===== config.mk =====
export PLATFORM = sky130hd
export DESIGN_NAME = trg_unit
export DESIGN_NICKNAME = d
export VERILOG_FILES = /design/src/rtl/trg_pkg.sv /design/src/rtl/trg_match.sv /design/src/rtl/trg_filter.sv /design/src/rtl/trg_delay.sv /design/src/rtl/trg_unit.sv
export SDC_FILE = /design/constraint.sdc
export NUM_CORES = 1
export LEC_CHECK = 0
export BUFFER_PORTS_ARGS = -buffer_cell sky130_fd_sc_hd__buf_4
export CORE_ASPECT_RATIO = 1.25
export CORE_MARGIN = 4
export CORE_UTILIZATION = 50
export DETAILED_ROUTE_END_ITERATION = 6
export GPL_TIMING_DRIVEN = 1
export PLACE_DENSITY = 0.84
export SETUP_SLACK_MARGIN = 0.4
export SLEW_MARGIN = 0
export SYNTH_ARGS = -nofsm -noshare
export SYNTH_HDL_FRONTEND = slang
export SYNTH_SLANG_ARGS = --single-unit

===== constraint.sdc =====
create_clock -name clk -period 2.84 [get_ports clk]
set_input_delay 0.568 -clock clk [delete_from_list [all_inputs] [get_ports clk]]
set_output_delay 0.568 -clock clk [all_outputs]
set_load 0.01 [all_outputs]

===== src/rtl/trg_pkg.sv =====
package trg_pkg;

    typedef enum logic [2:0] {
        CC_ANY  = 3'd0,
        CC_HIGH = 3'd1,
        CC_LOW  = 3'd2,
        CC_RISE = 3'd3,
        CC_FALL = 3'd4
    } cond_e;

    typedef enum logic [1:0] {
        ST_IDLE  = 2'd0,
        ST_ARMED = 2'd1,
        ST_POST  = 2'd2,
        ST_DONE  = 2'd3
    } state_e;

    typedef struct packed {
        logic hit;
        logic stop;
        logic pulse;
    } trg_flags_t;

    // One bit against its condition; unknown codes behave as don't care.
    function automatic logic bit_ok(input logic [2:0] code, input logic cur,
                                    input logic prev, input logic hist);
        logic r;
        case (code)
            CC_HIGH: r = cur;
            CC_LOW:  r = !cur;
            CC_RISE: r = hist && !prev && cur;
            CC_FALL: r = hist && prev && !cur;
            default: r = 1'b1;
        endcase
        return r;
    endfunction

endpackage


===== src/rtl/trg_match.sv =====
module trg_match #(
    parameter int WIDTH = 16
) (
    input  logic               clk,
    input  logic               rst,
    input  logic               clr,
    input  logic               en,
    input  logic [WIDTH-1:0]   data,
    input  logic [3*WIDTH-1:0] codes,
    output logic               all_ok
);
    import trg_pkg::*;

    logic [WIDTH-1:0] prev_q;
    logic             hist_q;
    logic [WIDTH-1:0] ok;

    // Previous-sample history used by the edge conditions.
    always_ff @(posedge clk) begin
        if (rst || clr) begin
            prev_q <= '0;
            hist_q <= 1'b0;
        end else if (en) begin
            prev_q <= data;
            hist_q <= 1'b1;
        end
    end

    for (genvar i = 0; i < WIDTH; i++) begin : g_bit
        assign ok[i] = bit_ok(codes[3*i +: 3], data[i], prev_q[i], hist_q);
    end

    assign all_ok = &ok;

endmodule


===== src/rtl/trg_filter.sv =====
module trg_filter #(
    parameter int FILT_W = 8
) (
    input  logic              clk,
    input  logic              rst,
    input  logic              clr,
    input  logic              en,
    input  logic              hit_in,
    input  logic [FILT_W-1:0] filt_len,
    output logic              fire
);
    logic [FILT_W-1:0] run_q;

    assign fire = en && hit_in && (run_q == filt_len);

    always_ff @(posedge clk) begin
        if (rst || clr) begin
            run_q <= '0;
        end else if (en) begin
            if (!hit_in)
                run_q <= '0;
            else if (run_q != filt_len)
                run_q <= run_q + 1'b1;
        end
    end

    AST_RUN_CLEARED: assert property (@(posedge clk) disable iff (rst)
        (en && !hit_in && !clr) |=> (run_q == '0)) else $error("run count kept");

endmodule


===== src/rtl/trg_delay.sv =====
module trg_delay #(
    parameter int DLY_W     = 16,
    parameter int PULSE_LEN = 4
) (
    input  logic                clk,
    input  logic                rst,
    input  logic                clr,
    input  logic                start,
    input  logic                vld,
    input  logic [DLY_W-1:0]    dly_len,
    output trg_pkg::trg_flags_t flags
);
    localparam int PW = $clog2(PULSE_LEN + 1);

    logic             hit_q, stop_q, active_q;
    logic [DLY_W-1:0] dcnt_q;
    logic [PW-1:0]    pcnt_q;
    logic [DLY_W:0]   dnext;

    assign dnext = {1'b0, dcnt_q} + 1'b1;

    always_ff @(posedge clk) begin
        if (rst || clr) begin
            hit_q    <= 1'b0;
            stop_q   <= 1'b0;
            active_q <= 1'b0;
            dcnt_q   <= '0;
            pcnt_q   <= '0;
        end else if (start) begin
            hit_q  <= 1'b1;
            pcnt_q <= PW'(PULSE_LEN);
            dcnt_q <= '0;
            if (dly_len == '0)
                stop_q <= 1'b1;
            else
                active_q <= 1'b1;
        end else begin
            if (pcnt_q != '0)
                pcnt_q <= pcnt_q - 1'b1;
            if (active_q && vld) begin
                if (dnext == {1'b0, dly_len}) begin
                    stop_q   <= 1'b1;
                    active_q <= 1'b0;
                end else begin
                    dcnt_q <= dnext[DLY_W-1:0];
                end
            end
        end
    end

    assign flags.hit   = hit_q;
    assign flags.stop  = stop_q;
    assign flags.pulse = (pcnt_q != '0);

    AST_PULSE_BOUND: assert property (@(posedge clk) disable iff (rst)
        pcnt_q <= PW'(PULSE_LEN)) else $error("pulse counter out of range");
    AST_STOP_ONLY_ACTIVE: assert property (@(posedge clk) disable iff (rst)
        (active_q && stop_q) == 1'b0) else $error("delay still running after stop");

endmodule


===== src/rtl/trg_unit.sv =====
module trg_unit #(
    parameter int WIDTH     = 16,
    parameter int FILT_W    = 8,
    parameter int DLY_W     = 16,
    parameter int PULSE_LEN = 4
) (
    input  logic               clk,
    input  logic               rst,
    input  logic               arm,
    input  logic               smp_vld,
    input  logic [WIDTH-1:0]   smp_data,
    input  logic [3*WIDTH-1:0] cond_code,
    input  logic [FILT_W-1:0]  filt_len,
    input  logic [DLY_W-1:0]   dly_len,
    output logic               match_raw,
    output logic               trig_hit,
    output logic               cap_stop,
    output logic               trig_out
);
    import trg_pkg::*;

    state_e     state_q;
    logic       cmp_en;
    logic       vec_ok;
    logic       fire;
    logic       match_q;
    trg_flags_t flags;

    // A sample arriving together with arm is dropped.
    assign cmp_en = (state_q == ST_ARMED) && smp_vld && !arm;

    trg_match #(.WIDTH(WIDTH)) u_match (
        .clk(clk), .rst(rst), .clr(arm), .en(cmp_en),
        .data(smp_data), .codes(cond_code), .all_ok(vec_ok)
    );

    trg_filter #(.FILT_W(FILT_W)) u_filter (
        .clk(clk), .rst(rst), .clr(arm), .en(cmp_en),
        .hit_in(vec_ok), .filt_len(filt_len), .fire(fire)
    );

    trg_delay #(.DLY_W(DLY_W), .PULSE_LEN(PULSE_LEN)) u_delay (
        .clk(clk), .rst(rst), .clr(arm), .start(fire),
        .vld(smp_vld), .dly_len(dly_len), .flags(flags)
    );

    always_ff @(posedge clk) begin
        if (rst) begin
            state_q <= ST_IDLE;
        end else if (arm) begin
            state_q <= ST_ARMED;
        end else begin
            case (state_q)
                ST_ARMED: if (fire)       state_q <= ST_POST;
                ST_POST:  if (flags.stop) state_q <= ST_DONE;
                default:  state_q <= state_q;
            endcase
        end
    end

    always_ff @(posedge clk) begin
        if (rst || arm)
            match_q <= 1'b0;
        else if (cmp_en)
            match_q <= vec_ok;
        else if (state_q != ST_ARMED)
            match_q <= 1'b0;
    end

    assign match_raw = match_q;
    assign trig_hit  = flags.hit;
    assign cap_stop  = flags.stop;
    assign trig_out  = flags.pulse;

    AST_ROSE_NEEDS_MATCH: assert property (@(posedge clk) disable iff (rst)
        $rose(trig_hit) |-> match_raw) else $error("trigger without match");
    AST_HIT_HELD: assert property (@(posedge clk) disable iff (rst)
        (trig_hit && !arm) |=> trig_hit) else $error("trigger dropped");
    AST_STOP_AFTER_HIT: assert property (@(posedge clk) disable iff (rst)
        cap_stop |-> trig_hit) else $error("stop without trigger");
    AST_PULSE_WITH_HIT: assert property (@(posedge clk) disable iff (rst)
        $rose(trig_hit) |-> trig_out) else $error("no pulse at trigger");
    AST_NO_STROBE_HOLD: assert property (@(posedge clk) disable iff (rst)
        (!smp_vld && !arm && state_q == ST_ARMED) |=> $stable(match_raw))
        else $error("match moved without strobe");
    AST_ARM_CLEARS: assert property (@(posedge clk) disable iff (rst)
        arm |=> (!trig_hit && !cap_stop && !match_raw)) else $error("arm did not clear");

endmodule


==> results_dict.tcl, run 1 <==
set metrics [dict create \
    crit_family "compound AO/OA/AOI/OAI gates" \
    slew_headroom 0.3741 \
    cts_max_level 2 \
    ys.flop_type "dfxtp_1" \
    final-setup-viol-count 0 \
    total_power_mw 1.404 \
    wl_per_cell_um 15.58 \
    clock.fmax_ghz 0.4022 \
    dp_cells 637 \
    ir_drop_uv 271.3 \
    antenna_found_initial 0 \
    initial_utilization 0.5114 \
    grt.overflow.total 0 \
    grt_pass1_vias 3626 \
    avgSynthCellArea_um2 7.626 \
    dpl.hpwl_mm 7.565 \
    insertion_delay_ps 310 \
    p_leak_nw 1.710 \
    rsz0062_at_grt "yes" \
    nets 665 \
    route.vias.total 3951 \
    netlist_instances 465 \
    worstHoldStart "u_match.prev_q[5]" \
    worstPathMaxFanout 18 \
    crit_arrival_ps 2720 \
    die_x_um 83.32 \
    yosysWarnings 0 \
    finalNonFillerCells 659 \
    dr.pass1.iters 4 \
    drt_first_iter_violations 185 \
    fin_crit_sh 0.8754 \
    ys_ff_latch 50 \
    cp-end-kind "flop" \
    worstSetupPathType "flop to flop" \
    tns_ps 0 \
    whs_ps 471.3 \
    rows 34 \
    n_fill_cell 595 \
    die_area_um2 8512 \
    core_area_um2 6934 \
    hold_class "flop to flop" \
    place_area_um2 4362 \
    grt_max_degree 34 \
    crit_required_ps 3080 \
    syn-num-nets 562 \
    synth_edf_count 0 \
    worstRegToRegCells 9 \
    die_h_um 102.2 \
    min_to "u_match.prev_q[5]" \
    numCtsBuffers 5 \
    ys_types 54 \
    syn_to_final_growth_pct 32.32 \
    r2r_end "u_delay.dcnt_q[7]" \
    layout_common_cells "buf_4, nand2_1, a21oi_1, nor2_1, dfxtp_1" \
    timing.final.ws_setup_ps 354.0 \
    drc 0 \
    diodes 0 \
    gr-usage-all-layers 0.2354 \
    maxSlewViolCount 0 \
    seq_area_frac_synth 0.2823 \
    multi_input_area_um2 2485 \
    fin_util 0.6767 \
    grt_pass1_wl_mm 16.65 \
    crit_slowest_cell "or4b_1" \
    regToRegSetupSlack_ps 350 \
    final_common_cell "buf_4" \
    cts_tree "done" \
    path_buf_inv 1 \
    drv_cap 0 \
    syn-cell-area_um2 3546 \
    crit_path_max_incr_delay_ps 460 \
    worst_slew_pin_slew_ps 936.6 \
    stdcell_area_um2 4692 \
    ios 96 \
    preCtsSetupSlack_ps 141.4 \
    fin_skew_ps 5.948 \
    antenna_left 0 \
    gp_congestion 0.9811 \
    power_density_nw_per_um2 299.2 \
    wl_mm 10.27 \
    vias_per_cell 5.995 \
    period_needed_ps 2486 \
    cts_sinks 50 \
    ff_latch_area_um2 1044 \
    drive_gt1_frac 0.2900 \
    cts-root-buf "clkbuf_8" \
    crit-reg2reg-launch "u_delay.dcnt_q[0]" \
    path_cells "ha_4 -> nand3_4 -> o41a_1 -> a21oi_2 -> nor3b_2 -> o2111a_2 -> buf_8 -> or4b_1 -> a21oi_1" \
    min_path_cells 2 \
    outcome "finished clean" \
    clkTransAtPathRegs_ps 90 \
    critPathLaunchType "flop" \
    numPortBuffers 95 \
    clock_path_buffers 2 \
    finalHoldViolCount 0 \
    async_flop_share 0 \
]
==> synthesized netlist by cell type, types with 2 or more instances <==
master | count | share of area
o41ai_1 | 2 | 0.0049
a21oi_1 | 46 | 0.065
nand2_1 | 57 | 0.060
a21boi_0 | 8 | 0.017
xor2_1 | 15 | 0.037
a211o_1 | 8 | 0.020
dfxtp_1 | 50 | 0.28
nor3_1 | 3 | 0.0042
inv_1 | 10 | 0.011
o211ai_1 | 2 | 0.0042
a32oi_1 | 8 | 0.020
nand4_1 | 8 | 0.014
nand3_1 | 14 | 0.020
o21ai_1 | 7 | 0.0099
clkbuf_1 | 13 | 0.014
buf_6 | 2 | 0.0064
nand2b_1 | 4 | 0.0071
buf_4 | 2 | 0.0042
or3_1 | 6 | 0.011
or2_2 | 2 | 0.0035
nor4_1 | 7 | 0.012
xnor2_1 | 16 | 0.040
ha_1 | 5 | 0.018
o21ai_0 | 35 | 0.049
or4_1 | 19 | 0.040
o31a_1 | 8 | 0.020
and3b_1 | 16 | 0.040
buf_2 | 8 | 0.011
and3_1 | 4 | 0.0071
or4b_1 | 2 | 0.0056
nor2_1 | 38 | 0.040
nor2b_1 | 2 | 0.0035
o31ai_1 | 17 | 0.036
==> registers in the layout, indices dropped and copies added (netlist names) <==
name              cells
u_delay.dcnt_q       16
u_delay.active_q      1
u_delay.hit_q         1
u_match.hist_q        1
u_filter.run_q        8
u_match.prev_q       16
match_raw             1
state_q               2
u_delay.stop_q        1
u_delay.pcnt_q        3
==> final cells by class <==
class | instances | area share
clock buffers | 6 | 0.01547
clock inverters | 2 | 0.002933
inverters | 10 | 0.008000
multi-input cells | 380 | 0.5296
flip-flops and latches | 50 | 0.2224
well taps | 90 | 0.02400
repair buffers | 121 | 0.1976
==> worst reg2reg max path, cell delays in order, from the launching register on <==
cell and delay [ps]:
dfxtp_4 400, ha_4 160, nand3_4 110, o41a_1 440
a21oi_2 150, nor3b_2 80, o2111a_2 310, buf_8 150
or4b_1 470, a21oi_1 140
==> worst max path at each step <==
stage / startpoint / to / slack (ps) / cells past startpoint
finish: u_delay.dcnt_q[0] / u_delay.dcnt_q[7] / 350 / 9
global route: u_delay.dcnt_q[0] / u_delay.dcnt_q[15] / 230 / 8
CTS: u_delay.dcnt_q[3] / u_delay.dcnt_q[11] / 400 / 9
detailed placement: u_delay.dcnt_q[1] / u_delay.dcnt_q[14] / 140 / 9
global placement: u_delay.dcnt_q[7] / u_delay.dcnt_q[14] / 220 / 8
floorplan: u_delay.dcnt_q[7] / u_delay.dcnt_q[1] / 400 / 10
==> power by group <==
part,internal [mW],leakage (nW),switching [mW],total [mW]
Combinational,0.150,1.25,0.133,0.283
Clock,0.174,0.0452,0.242,0.417
Sequential,0.699,0.414,0.00484,0.704
==> routing by layer <==
layer / track usage / part of all wire / vias to the layer above
met5: 0 / 0 / -
li1: - / - / 1947
met1: 0.2600 / 0.40 / 1860
met2: 0.4537 / 0.53 / 123
met4: 0.08176 / 0.023 / 0
met3: 0.04194 / 0.052 / 21
==> cells by family after synthesis <==
kind of cell,count (synthesis),share of synthesized area
multiplexers,1,0.002823
adder cells (fa/ha/maj),5,0.01764
flip-flops,50,0.2823
XOR/XNOR,31,0.07657
AND/OR/NAND/NOR,192,0.2975
AO/OA/AOI/OAI,151,0.2770
buffers and inverters,35,0.04623
==> timing repair <==
action	in CTS	in global routing
resized for setup	29	14
hold buffers	0	0
setup buffers	7	7
pin swaps	6	6
endpoints found under the setup margin	19	30
Note: power is estimated with default switching activity, not from simulation.
==> run 2: changes to the inputs <==
- PLACE_DENSITY: 0.84 -> 0.89
==> run 2 against run 1 <==
Effect of this change:
- largest cell class unchanged
- flip-flop and latch count stayed put
- clock skew up 2.4 ps
- register-to-register slack about the same
- combinational power barely moved
==> results_dict.tcl, run 2 (synthesis results as in run 1) <==
set metrics [dict create \
    outcome "finished clean" \
    drive_gt1_frac 0.2997 \
    crit_top_cell "a21oi_2" \
    crit_family "compound AO/OA/AOI/OAI gates" \
    ir_drop_uv 226.0 \
    crit_slowest_cell "o41a_1" \
    cts-root-buf "clkbuf_8" \
    rsz0062_at_grt "yes" \
    vias_per_cell 5.974 \
    cp-end-kind "flop" \
    finalNonFillerCells 664 \
    path_cells "ha_4 -> nand3_4 -> o41a_1 -> a21oi_2 -> nor3b_2 -> o2111a_2 -> buf_12 -> or4b_4 -> a21oi_2" \
    layout_common_cells "buf_4, nand2_1, a21oi_1, nor2_1, dfxtp_1" \
    initial_utilization 0.5114 \
    met1_length_mm 4.113 \
    whs_ps 471.0 \
    grt.overflow.total 0 \
    die_h_um 102.2 \
    nets 671 \
    dp_cells 644 \
    core_area_um2 6934 \
    drc 0 \
    wl_per_cell_um 15.92 \
    worstPathMaxFanout 17 \
    crit_path_max_incr_delay_ps 480 \
    final_common_cell "buf_4" \
    crit-reg2reg-launch "u_delay.dcnt_q[1]" \
    die_area_um2 8512 \
    drt_first_iter_violations 210 \
    rows 34 \
    hold_class "flop to flop" \
    worstSetupPathType "flop to flop" \
    die_x_um 83.32 \
    numCtsBuffers 5 \
    tns_ps 0 \
    antenna_found_initial 0 \
    path_buf_inv 1 \
    grt_pass1_vias 3714 \
    crit_arrival_ps 2730 \
    clkTransAtPathRegs_ps 90 \
    route.vias.total 3967 \
    grt_max_degree 34 \
    fin_util 0.6889 \
    crit_cells 9 \
    stdcell_area_um2 4777 \
    cts_tree "done" \
    fin_crit_sh 0.8785 \
    finalHoldViolCount 0 \
    worstRegToRegCells 9 \
    total_power_mw 1.399 \
    preCtsSetupSlack_ps 136.7 \
    r2r_end "u_delay.dcnt_q[7]" \
    syn_to_final_growth_pct 34.72 \
    dr_wl_met3_um 677 \
    place_area_um2 4427 \
    clock_path_buffers 2 \
    holdBufCountCts 0 \
    p_leak_nw 1.754 \
    route.met2.wl_mm 5.384 \
    timing.final.ws_setup_ps 345.1 \
    ios 96 \
    worstSetupStartpoint "u_delay.dcnt_q[1]" \
    cts_sinks 50 \
    critPathLaunchType "flop" \
    gp_congestion 0.9612 \
    n_fill_cell 571 \
    power_density_nw_per_um2 292.9 \
    drv_cap 0 \
    period_needed_ps 2495 \
    maxUsedRoutingLayer "met4" \
    regToRegSetupSlack_ps 350 \
    gr-usage-all-layers 0.2386 \
    crit_required_ps 3070 \
    endpoint "u_delay.dcnt_q[7]" \
    insertion_delay_ps 300 \
    clock.fmax_ghz 0.4008 \
    maxSlewViolCount 0 \
    fin_skew_ps 8.385 \
    grt_pass1_wl_mm 16.95 \
    diodes 0 \
    dr.pass1.iters 5 \
    numPortBuffers 95 \
    final-setup-viol-count 0 \
    cts_max_level 2 \
    antenna_left 0 \
    slew_headroom 0.5185 \
    top_regs "u_delay.dcnt_q x16, u_match.prev_q x16, u_filter.run_q x8" \
    wl_mm 10.57 \
    worst_slew_pin_slew_ps 714.8 \
    dpl.hpwl_mm 7.839 \
]
-- run 2: cell types whose count changed in the layout (fill, tap and decap cells not counted), moves of 2 or more --
cell,change
dfxtp_2,+3
dfxtp_4,-4
or4_4,-2
buf_4,+3
or4_1,+2
-- run 2: repair_timing --
item	4_1_cts	5_1_grt
cloned	0	1
hold endpoints to repair	0	0
resized for setup	27	18
buffers inserted	8	4
setup endpoints to repair	19	29
pin swaps	11	8
-- run 2: worst min-delay path by stage --
stage	slack [ps]	cells past startpoint	start	endpoint
floorplan	440	2	u_match.prev_q[0]	u_match.prev_q[0]
global placement	450	2	u_match.prev_q[0]	u_match.prev_q[0]
detailed placement	460	2	u_match.prev_q[2]	u_match.prev_q[2]
CTS	470	2	u_match.prev_q[2]	u_match.prev_q[2]
global route	490	2	rst	state_q[0]
finish	470	2	u_match.prev_q[2]	u_match.prev_q[2]
-- run 2: layout make-up --
cell class / count / area (µm²) / area share
multi-input combinational: 380 / 2529 / 0.5293
sequential: 50 / 1032 / 0.2161
inverter: 10 / 37.54 / 0.007858
clock buffer: 6 / 72.57 / 0.01519
tap: 90 / 112.6 / 0.02357
timing repair buffer: 127 / 985.9 / 0.2064
clock inverter: 1 / 7.507 / 0.001572
-- run 2: report_power, final --
part           total, mW  internal, mW  switching [mW]
Clock              0.405         0.170           0.235
Combinational      0.286         0.152           0.134
Sequential         0.708         0.703         0.00518
Total               1.40          1.03           0.374
-- run 2: worst min-delay path, stage by stage, from the launching register on --
cell,delay [ps]
dfxtp_1,330
nand2_1,50
a21oi_1,50
-- run 2: routing by layer --
metal,vias up,global-route usage
li1,1952,-
met1,1831,0.2708
met2,156,0.4475
met3,28,0.03790
met4,0,0.09686
met5,-,0
==> run 3: changes to the inputs <==
- ABC_AREA: not set -> 1
- CELL_PAD_IN_SITES_DETAIL_PLACEMENT: not set -> 1
- CELL_PAD_IN_SITES_GLOBAL_PLACEMENT: not set -> 1
- CORE_UTILIZATION: 50 -> 37
- PLACE_DENSITY: 0.89 -> 0.94
- clock period: 2.84 -> 2.68 ns (I/O delays scaled with it)
==> run 3 against run 2 <==
Effect of this change:
- maximum frequency rose by 14%
- flip-flop and latch count did not move
- clock skew fell by 5.1 ps
- die area rose by 44%
- synthesized cell count rose by 42%
- sequential share of layout area fell by 1.3 points
- sequential power rose by 6.1%
- wire length rose by 37%
- design area rose by 5.7%
==> results_dict.tcl, run 3 <==
set metrics [dict create \
    numCtsBuffers 5 \
    drc 0 \
    syn-num-nets 759 \
    netlist_instances 662 \
    cp-end-kind "flop" \
    grt_pass1_wl_mm 23.23 \
    seq_area_frac_synth 0.2559 \
    stdcell_area_um2 5050 \
    fin_util 0.4947 \
    dr.pass1.iters 4 \
    gr-usage-all-layers 0.2333 \
    clkTransAtPathRegs_ps 70 \
    ys_ff_latch 50 \
    synth_top_area_cell "dfxtp_1" \
    synth_edf_count 0 \
    place_area_um2 4721 \
    worstPathMaxFanout 9 \
    ys.flop_type "dfxtp_1" \
    worstHoldStart "rst" \
    slew_headroom 0.3420 \
    vias_per_cell 5.360 \
    synthSimpleGateAreaFrac 0.4687 \
    period_needed_ps 2180 \
    crit_arrival_ps 2390 \
    drive_gt1_frac 0.2176 \
    synth_fa_ha_area_frac 0.01599 \
    fin_skew_ps 3.254 \
    die_x_um 99.96 \
    timing.final.ws_setup_ps 500.1 \
    dpl.hpwl_mm 11.17 \
    ys_types 31 \
    ir_drop_uv 289.8 \
    cts_sinks 50 \
    synth_xor_area_frac 0.03359 \
    finalHoldViolCount 0 \
    yosys-top-cells-count "nand2_1, nand3_1, nor2_1, inv_1, dfxtp_1" \
    syn-cell-area_um2 3911 \
    hold_class "primary input to flop" \
    maxSlewViolCount 0 \
    crit_required_ps 2890 \
    outcome "finished clean" \
    final_common_cell "nand2_1" \
    synth-compound-area-share 0.1324 \
    async_flop_share 0 \
    yosysWarnings 0 \
    synth_area_leaders "dfxtp_1, nand2_1, nand3_1" \
    preCtsSetupSlack_ps 152.2 \
    drv_cap 0 \
    clock_path_buffers 2 \
    worstSetupStartpoint "u_delay.dcnt_q[7]" \
    wl_per_cell_um 16.24 \
    avgSynthCellArea_um2 5.908 \
    antenna_found_initial 0 \
    drt_first_iter_violations 188 \
    total_power_mw 1.716 \
    antenna_left 0 \
    cts_max_level 2 \
    grt.overflow.total 0 \
    insertion_delay_ps 290 \
    die_h_um 123.0 \
    p_leak_nw 2.145 \
    grt_pass1_vias 5215 \
    diodes 0 \
    ios 96 \
    nets 859 \
    rsz0062_at_grt "no" \
    critPathLaunchType "flop" \
    top_regs "u_delay.dcnt_q x16, u_match.prev_q x16, u_filter.run_q x8" \
    final-setup-viol-count 0 \
    initial_utilization 0.3831 \
    rows 41 \
    route.vias.total 4781 \
    gp_congestion 0.8537 \
    layout_common_cells "nand2_1, buf_4, nand3_1, nor2_1, inv_1" \
    die_area_um2 12290 \
    post-synth-top-count-cell "nand2_1" \
    n_fill_cell 1437 \
    core_area_um2 10210 \
    yosys.area.top_type_share 0.2559 \
    fin_crit_sh 0.8134 \
    crit-reg2reg-launch "u_delay.dcnt_q[7]" \
    grt_max_degree 30 \
    worstSetupPathType "flop to flop" \
    worst_slew_pin_slew_ps 986.0 \
    wl_mm 14.49 \
    tns_ps 0 \
    cts_tree "done" \
    syn_to_final_growth_pct 29.11 \
    clock.fmax_ghz 0.4587 \
    numPortBuffers 95 \
    synth_top_family_by_area "simple AND/OR/NAND/NOR gates" \
    cts-root-buf "clkbuf_16" \
    synth_mux_area_frac 0 \
    power_density_nw_per_um2 339.9 \
]
## run 3: changes by cell type in the layout (fill, tap and decap cells not counted), sizes merged, moves of 9 or more
cell / before / now
nand2: 57 / 199
nand3: 15 / 91
inv: 10 / 69
nor2: 38 / 81
or4: 20 / 0
buf: 127 / 108
o31ai: 17 / 0
and3b: 16 / 0
xor2: 15 / 4
o21bai: 0 / 10
a21oi: 46 / 37
## run 3: metrics by stage
step,hold WS [ps],cells
final,398.0,892
after global routing,407.5,892
after CTS,393.1,887
after detailed placement,467.1,875
after global placement,449.4,875
after floorplan,438.9,662
## run 3: path summary, 6_finish.rpt
kind                  endpoint  slack [ps]  cells past startpoint
min                 state_q[0]         400                      2
max reg2reg  u_delay.dcnt_q[0]         500                     13
max          u_delay.dcnt_q[0]         500                     13
min reg2reg  u_delay.pcnt_q[0]         480                      2
## run 3: power by group
part / switching [mW] / leakage, nW / internal [mW] / total (mW)
logic: 0.169 / 1.66 / 0.157 / 0.326
registers: 0.00486 / 0.411 / 0.746 / 0.751
clock network: 0.288 / 0.0714 / 0.352 / 0.640
total: 0.462 / 2.14 / 1.25 / 1.72
## run 3: per-layer routing
| metal | share of wire | GRT usage | wire (µm) | up-vias |
|---|---|---|---|---|
| met5 | 0 | 0 | 0 | - |
| met1 | 0.38 | 0.2518 | 5433 | 2260 |
| met4 | 0.027 | 0.09650 | 389 | 0 |
| met3 | 0.060 | 0.03499 | 871 | 27 |
| li1 | - | - | - | 2363 |
| met2 | 0.54 | 0.4474 | 7793 | 131 |
## run 3: cells by family (layout without fill, tap and decap cells)
family / Yosys count / in the layout
AND/OR/NAND/NOR: 408 / 408
buffers and inverters: 87 / 188
flip-flops: 50 / 50
XOR/XNOR: 15 / 15
AO/OA/AOI/OAI: 97 / 97
adder cells (fa/ha/maj): 5 / 5
## run 3: repair_timing
item	CTS	global route
hold buffers	0	0
resized for setup	7	35
endpoints found under the setup margin	19	25
pin swaps	2	7
buffers inserted	4	5
## run 3: area by class of cell
cell class | instances | area [µm²] | area share
Clock buffer | 6 | 128.9 | 0.02552
Clock inverter | 2 | 17.52 | 0.003469
Inverter | 72 | 275.3 | 0.05451
Multi-Input combinational cell | 525 | 2626 | 0.5201
Sequential cell | 50 | 1026 | 0.2032
Tap cell | 129 | 161.4 | 0.03196
Timing Repair Buffer | 108 | 814.5 | 0.1613
## run 3: critical path, cell delays in order (launching register included)
cell and delay, ps:
dfxtp_2 400, nand2_1 180, nor2_4 170, nand3_1 130, nor2_1 160, nand2_1 90, nand2_1 140, nand2_1 60
nand2_1 100, nor2_2 70, nand3_4 100, buf_4 180, nand3_1 110, a21oi_1 200
